===== src/rtl/ptw_pkg.sv =====
// Package: shared encodings for the page table walker.
// Assumes entries are 8 bytes and carry flags in their low bits.
package ptw_pkg;

    // Walk sequencer states
    typedef enum logic [1:0] {
        W_IDLE  = 2'd0,
        W_ISSUE = 2'd1,
        W_WAIT  = 2'd2,
        W_RESP  = 2'd3
    } walk_state_e;

    // Classification of one fetched entry
    typedef struct packed {
        logic valid;
        logic leaf;
        logic fault;
    } pte_class_t;

    localparam int ENT_LG    = 3;   // log2 of entry size in bytes
    localparam int BIT_V     = 0;
    localparam int BIT_R     = 1;
    localparam int BIT_W     = 2;
    localparam int BIT_X     = 3;
    localparam int PPN_LSB   = 10;

endpackage


===== src/rtl/ptw_index.sv =====
// Module: ptw_index
// Picks the index slice of the virtual address for the current level and
// forms the byte address of the entry inside the current table page.
// Assumes VA_W = OFF_W + LEVELS*IDX_W and a table fills exactly one page.
module ptw_index
    import ptw_pkg::*;
#(
    parameter int VA_W   = 39,
    parameter int OFF_W  = 12,
    parameter int IDX_W  = 9,
    parameter int LEVELS = 3,
    parameter int PPN_W  = 44,
    parameter int PA_W   = PPN_W + OFF_W,
    parameter int LVL_W  = $clog2(LEVELS)
) (
    input  logic [VA_W-1:0]  vaddr,
    input  logic [LVL_W-1:0] level,
    input  logic [PPN_W-1:0] table_ppn,
    output logic [PA_W-1:0]  entry_addr
);

    localparam int HI_PAD = PA_W - IDX_W - ENT_LG;

    logic [IDX_W-1:0] slice [LEVELS];
    logic [IDX_W-1:0] sel_idx;

    // One index slice per level, laid out above the page offset
    for (genvar g = 0; g < LEVELS; g++) begin : g_slice
        assign slice[g] = vaddr[OFF_W + g*IDX_W +: IDX_W];
    end

    // Select the slice for the level being walked
    always_comb begin
        sel_idx = '0;
        for (int i = 0; i < LEVELS; i++) begin
            if (level == LVL_W'(i)) sel_idx = slice[i];
        end
    end

    // Table base plus scaled index
    always_comb begin
        entry_addr = {table_ppn, {OFF_W{1'b0}}}
                   | {{HI_PAD{1'b0}}, sel_idx, {ENT_LG{1'b0}}};
    end

endmodule


===== src/rtl/ptw_pte_decode.sv =====
// Module: ptw_pte_decode
// Classifies a fetched entry as pointer, leaf or fault and extracts its
// page number. Assumes R/W/X flags sit directly above the valid bit.
module ptw_pte_decode
    import ptw_pkg::*;
#(
    parameter int PTE_W = 64,
    parameter int PPN_W = 44
) (
    input  logic [PTE_W-1:0] pte,
    input  logic             last_level,
    output pte_class_t       cls,
    output logic [PPN_W-1:0] ppn
);

    logic f_v, f_r, f_w, f_x;

    // Split out the flag bits
    always_comb begin
        f_v = pte[BIT_V];
        f_r = pte[BIT_R];
        f_w = pte[BIT_W];
        f_x = pte[BIT_X];
    end

    // Leaf and fault rules
    always_comb begin
        cls.valid = f_v;
        cls.leaf  = f_r | f_w | f_x;
        cls.fault = !f_v
                  || (f_w && !f_r)
                  || (!(f_r | f_w | f_x) && last_level);
    end

    // Page number field
    always_comb begin
        ppn = pte[PPN_LSB +: PPN_W];
    end

endmodule


===== src/rtl/ptw_paddr_compose.sv =====
// Module: ptw_paddr_compose
// Builds the final physical address from a leaf page number. For a leaf
// above level 0 the low index fields of the virtual address replace the
// matching low page-number fields. Assumes the top field is the widest.
module ptw_paddr_compose #(
    parameter int VA_W   = 39,
    parameter int OFF_W  = 12,
    parameter int IDX_W  = 9,
    parameter int LEVELS = 3,
    parameter int PPN_W  = 44,
    parameter int PA_W   = PPN_W + OFF_W,
    parameter int LVL_W  = $clog2(LEVELS)
) (
    input  logic [VA_W-1:0]  vaddr,
    input  logic [LVL_W-1:0] leaf_level,
    input  logic [PPN_W-1:0] leaf_ppn,
    output logic [PA_W-1:0]  paddr
);

    localparam int LOW_W = (LEVELS-1) * IDX_W;

    logic [PPN_W-1:0] mixed;

    // Top page-number field always comes from the entry
    assign mixed[PPN_W-1:LOW_W] = leaf_ppn[PPN_W-1:LOW_W];

    // Lower fields: virtual index below the leaf level, entry field otherwise
    for (genvar g = 0; g < LEVELS-1; g++) begin : g_field
        assign mixed[g*IDX_W +: IDX_W] = (LVL_W'(g) < leaf_level)
                                       ? vaddr[OFF_W + g*IDX_W +: IDX_W]
                                       : leaf_ppn[g*IDX_W +: IDX_W];
    end

    // Append the untouched page offset
    assign paddr = {mixed, vaddr[OFF_W-1:0]};

endmodule


===== src/rtl/ptw_top.sv =====
// Module: ptw_top
// Sequences a multi-level table walk: accepts one request, reads one
// entry per level, stops on leaf or fault, then holds the result until
// taken. Assumes memory accepts mem_req at once and returns exactly one
// mem_rvalid beat per request.
module ptw_top
    import ptw_pkg::*;
#(
    parameter int VA_W   = 39,
    parameter int OFF_W  = 12,
    parameter int IDX_W  = 9,
    parameter int LEVELS = 3,
    parameter int PPN_W  = 44,
    parameter int PTE_W  = 64,
    parameter int PA_W   = PPN_W + OFF_W
) (
    input  logic             clk,
    input  logic             rst_n,
    input  logic             req_valid,
    output logic             req_ready,
    input  logic [VA_W-1:0]  req_vaddr,
    input  logic [PPN_W-1:0] root_ppn,
    output logic             mem_req,
    output logic [PA_W-1:0]  mem_addr,
    input  logic             mem_rvalid,
    input  logic [PTE_W-1:0] mem_rdata,
    output logic             resp_valid,
    input  logic             resp_ready,
    output logic [PA_W-1:0]  resp_paddr,
    output logic             resp_fault
);

    localparam int LVL_W = $clog2(LEVELS);

    walk_state_e      state_q;
    logic [VA_W-1:0]  va_q;
    logic [PPN_W-1:0] tbl_q;
    logic [LVL_W-1:0] lvl_q;
    logic [PA_W-1:0]  pa_q;
    logic             fault_q;

    logic [PA_W-1:0]  entry_addr;
    pte_class_t       cls;
    logic [PPN_W-1:0] pte_ppn;
    logic [PA_W-1:0]  leaf_pa;
    logic             at_last;

    assign at_last = (lvl_q == '0);

    ptw_index #(
        .VA_W(VA_W), .OFF_W(OFF_W), .IDX_W(IDX_W), .LEVELS(LEVELS),
        .PPN_W(PPN_W), .PA_W(PA_W), .LVL_W(LVL_W)
    ) u_index (
        .vaddr      (va_q),
        .level      (lvl_q),
        .table_ppn  (tbl_q),
        .entry_addr (entry_addr)
    );

    ptw_pte_decode #(
        .PTE_W(PTE_W), .PPN_W(PPN_W)
    ) u_decode (
        .pte        (mem_rdata),
        .last_level (at_last),
        .cls        (cls),
        .ppn        (pte_ppn)
    );

    ptw_paddr_compose #(
        .VA_W(VA_W), .OFF_W(OFF_W), .IDX_W(IDX_W), .LEVELS(LEVELS),
        .PPN_W(PPN_W), .PA_W(PA_W), .LVL_W(LVL_W)
    ) u_compose (
        .vaddr      (va_q),
        .leaf_level (lvl_q),
        .leaf_ppn   (pte_ppn),
        .paddr      (leaf_pa)
    );

    // Walk sequencer: capture, issue, consume entry, respond
    always_ff @(posedge clk) begin
        if (!rst_n) begin
            state_q <= W_IDLE;
            va_q    <= '0;
            tbl_q   <= '0;
            lvl_q   <= '0;
            pa_q    <= '0;
            fault_q <= 1'b0;
        end else begin
            case (state_q)
                W_IDLE: begin
                    if (req_valid) begin
                        va_q    <= req_vaddr;
                        tbl_q   <= root_ppn;
                        lvl_q   <= LVL_W'(LEVELS-1);
                        state_q <= W_ISSUE;
                    end
                end
                W_ISSUE: begin
                    state_q <= W_WAIT;
                end
                W_WAIT: begin
                    if (mem_rvalid) begin
                        if (cls.fault) begin
                            fault_q <= 1'b1;
                            pa_q    <= '0;
                            state_q <= W_RESP;
                        end else if (cls.leaf) begin
                            fault_q <= 1'b0;
                            pa_q    <= leaf_pa;
                            state_q <= W_RESP;
                        end else begin
                            tbl_q   <= pte_ppn;
                            lvl_q   <= lvl_q - 1'b1;
                            state_q <= W_ISSUE;
                        end
                    end
                end
                W_RESP: begin
                    if (resp_ready) state_q <= W_IDLE;
                end
                default: state_q <= W_IDLE;
            endcase
        end
    end

    // Port views of the sequencer state
    always_comb begin
        req_ready  = (state_q == W_IDLE);
        mem_req    = (state_q == W_ISSUE);
        mem_addr   = entry_addr;
        resp_valid = (state_q == W_RESP);
        resp_paddr = pa_q;
        resp_fault = fault_q;
    end

endmodule


===== config.mk =====
export PLATFORM = sky130hd
export DESIGN_NAME = ptw_top
export DESIGN_NICKNAME = d
export VERILOG_FILES = /design/src/rtl/ptw_pkg.sv /design/src/rtl/ptw_index.sv /design/src/rtl/ptw_pte_decode.sv /design/src/rtl/ptw_paddr_compose.sv /design/src/rtl/ptw_top.sv
export SDC_FILE = /design/constraint.sdc
export NUM_CORES = 1
export LEC_CHECK = 0
export ABC_CLOCK_PERIOD_IN_PS = 6000
export BUFFER_PORTS_ARGS = -buffer_cell sky130_fd_sc_hd__buf_2
export CELL_PAD_IN_SITES_DETAIL_PLACEMENT = 1
export CELL_PAD_IN_SITES_GLOBAL_PLACEMENT = 1
export CORE_ASPECT_RATIO = 1.1
export CORE_MARGIN = 5
export CORE_UTILIZATION = 41
export CTS_BUF_LIST = sky130_fd_sc_hd__clkbuf_4
export DETAILED_ROUTE_END_ITERATION = 16
export GPL_ROUTABILITY_DRIVEN = 0
export GPL_TIMING_DRIVEN = 0
export PLACE_DENSITY_LB_ADDON = 0.2
export SYNTH_ARGS = -nofsm -noshare
export SYNTH_HDL_FRONTEND = slang
export SYNTH_HIERARCHICAL = 1
export SYNTH_SLANG_ARGS = --single-unit

===== constraint.sdc =====
create_clock -name clk -period 6 [get_ports clk]
set_input_delay 0 -clock clk [delete_from_list [all_inputs] [get_ports clk]]
set_output_delay 0 -clock clk [all_outputs]
set_load 0.01 [all_outputs]

==> results.cfg <==
[clock_tree]
clockBufferDepth = 2
clock_sinks = 144
cts-root-buf = clkbuf_4
ctsResizeCount = 0
clk_pin_slew_ns = 0.13
cts_max_level = 4
clkLatencyLatePin_ns = 0.58
cts_inserted_buffers = 17
cts_tree = yes

[layout]
final_common_cell = buf_2
final_cells = 1575
mostFrequentLayoutCells = buf_2 (218), dlygate4sd3_1 (193), dfxtp_1 (144), buf_4 (131), nand2_1 (124)
layout.nets = 1461
drive_above_1_share = 0.3134
fillers = 2254
final_area_mm2 = 0.01152
multiInputGateArea_mm2 = 0.003646
area_delta_synth_final_pct = 45.28
regArea_mm2 = 0.002883

[logic_synthesis]
yosys_warnings = 6
synthCells = 891
synth_area_per_cell_um2 = 8.903
syn-cell-area_mm2 = 0.007933

[grt]
grt_use_met1 = 0.3254
grt_max_degree = 17
antenna_found_initial = 6
grt-busiest-layer = met2
use_met3 = 0.04936
track_usage = 0.2841
grt_pass1_wl_um = 49330
globalRouteOverflowTotal = 0
grt_use_met2 = 0.5081
grt_pass1_vias = 8913

[sta]
hold_violations = 0
clock-skew-final_ns = 0.02034
period_share = 0.5505
relSlewSlack = 0.4584
max_freq_ghz = 0.3028
finalMaxSlewViolations = 0
worstMarginPinSlew_ns = 0.7997
rsz0062_at_grt = no
tns_ns = 0
setup_viol = 0
period_minus_slack_ns = 3.303
holdWs_ns = 0.07487

[detailed_routing]
wl_per_cell_um = 20.68
num_vias = 8188
drtPass1Iterations = 5
wl_um = 32570
initialDrtViolationCount = 330
viasPerCell = 5.199
antenna_left = 0
drcViolationCount = 0

[placed_design]
dp_hpwl_um = 20130
port_buffers = 203
placed_cells = 1343
placed_area_mm2 = 0.009265

[critical_path]
crit_end = resp_paddr[38]
cp_num_cells = 9
cp-startpoint = lvl_q[0]
required_ns = 6.46
arrival_ns = 3.77
reg2reg_depth = 9
r2r_start = lvl_q[0]
path_buf_inv = 5
cp-start-kind = flop
critPathKind = flop to flop
crit_path_end_kind = flop
r2r_slack_ns = 2.70
reg2reg_to = resp_paddr[38]
cp_max_fo = 10
crit_path_max_incr_delay_ns = 0.71
crit_family = buffers and inverters
critical-path-slowest-cell = o311ai_1
crit_chain = inv_1 -> ha_1 -> inv_1 -> o311ai_1 -> clkbuf_1 -> clkbuf_1 -> nand4b_1 -> a21boi_1 -> dlygate4sd3_1

[floorplanning]
die_h_um = 155.9
io_pins = 268
start_util = 0.4154
die_w_um = 142.6
core_area_mm2 = 0.01910
rows = 53
fp.dieArea_mm2 = 0.02223

[power_and_ir_drop]
powerDensity_mw_per_mm2 = 206.7
power_uw = 2382
vdd_ir_drop_max_uv = 114.9
p_leak_uw = 0.004946

[worst_hold_path]
hp-start = mem_rdata[3]
min_path_type = input pin to flop

[run_status]
status = complete, no violations

[run]
maxCapViolations = 0
==> power by group <==
group / switching [uW] / total, uW / leakage [uW] / internal (uW)
Combinational: 294 / 630 / 0.00361 / 335
Sequential: 38.7 / 1050 / 0.00117 / 1010
Clock: 408 / 702 / 0.000159 / 294
Total: 741 / 2380 / 0.00495 / 1640
==> cell type report <==
cell class	count	share of cell area
antenna	7	0.001520
buffer	210	0.1215
clock buffer	17	0.01107
clock inverter	15	0.01585
inverter	3	0.0009771
multi-input combinational	536	0.3164
sequential	144	0.2501
tap	247	0.02682
timing repair buffer	396	0.2558
==> routing by layer <==
layer  wire (um)  part of all wire
met5           0                 0
met4        1407             0.043
met3        1858             0.057
met2       16740              0.51
met1       12560              0.39
==> registers in the layout, indices dropped and copies added (netlist names) <==
| register | count |
|---|---|
| tbl_q | 44 |
| state_q | 2 |
| lvl_q | 2 |
| va_q | 39 |
| resp_paddr | 56 |
| resp_fault | 1 |
==> through the flow <==
step | worst slack (ns) | util
after floorplan | 3.988 | -
after global placement | 3.397 | 0.4851
after detailed placement | 3.326 | 0.4851
after CTS | 2.784 | 0.6025
after global routing | 2.508 | 0.6033
final | 2.697 | 0.6034
==> timing repair <==
action	CTS	global route
hold buffers	193	0
endpoints found under the hold margin	137	0
buffers inserted	0	0
==> worst reg2reg max path, delay by kind of cell, from the launching register on <==
family	cells	cell delay, ns
buffers and inverters	5	1.64
AO/OA/AOI/OAI	2	0.79
flip-flops	1	0.44
AND/OR/NAND/NOR	1	0.17
adder cells (fa/ha/maj)	1	0.16
==> worst min path at each step <==
stage | depth (start not counted) | slack (ns) | endpoint
global placement | 3 | 0.24 | va_q[8]
detailed placement | 3 | 0.25 | va_q[21]
finish | 5 | 0.07 | lvl_q[1]
CTS | 5 | 0.03 | lvl_q[1]
floorplan | 2 | 0.13 | va_q[0]
global route | 5 | 0.08 | lvl_q[1]
Note: power is estimated with default switching activity, not from simulation.
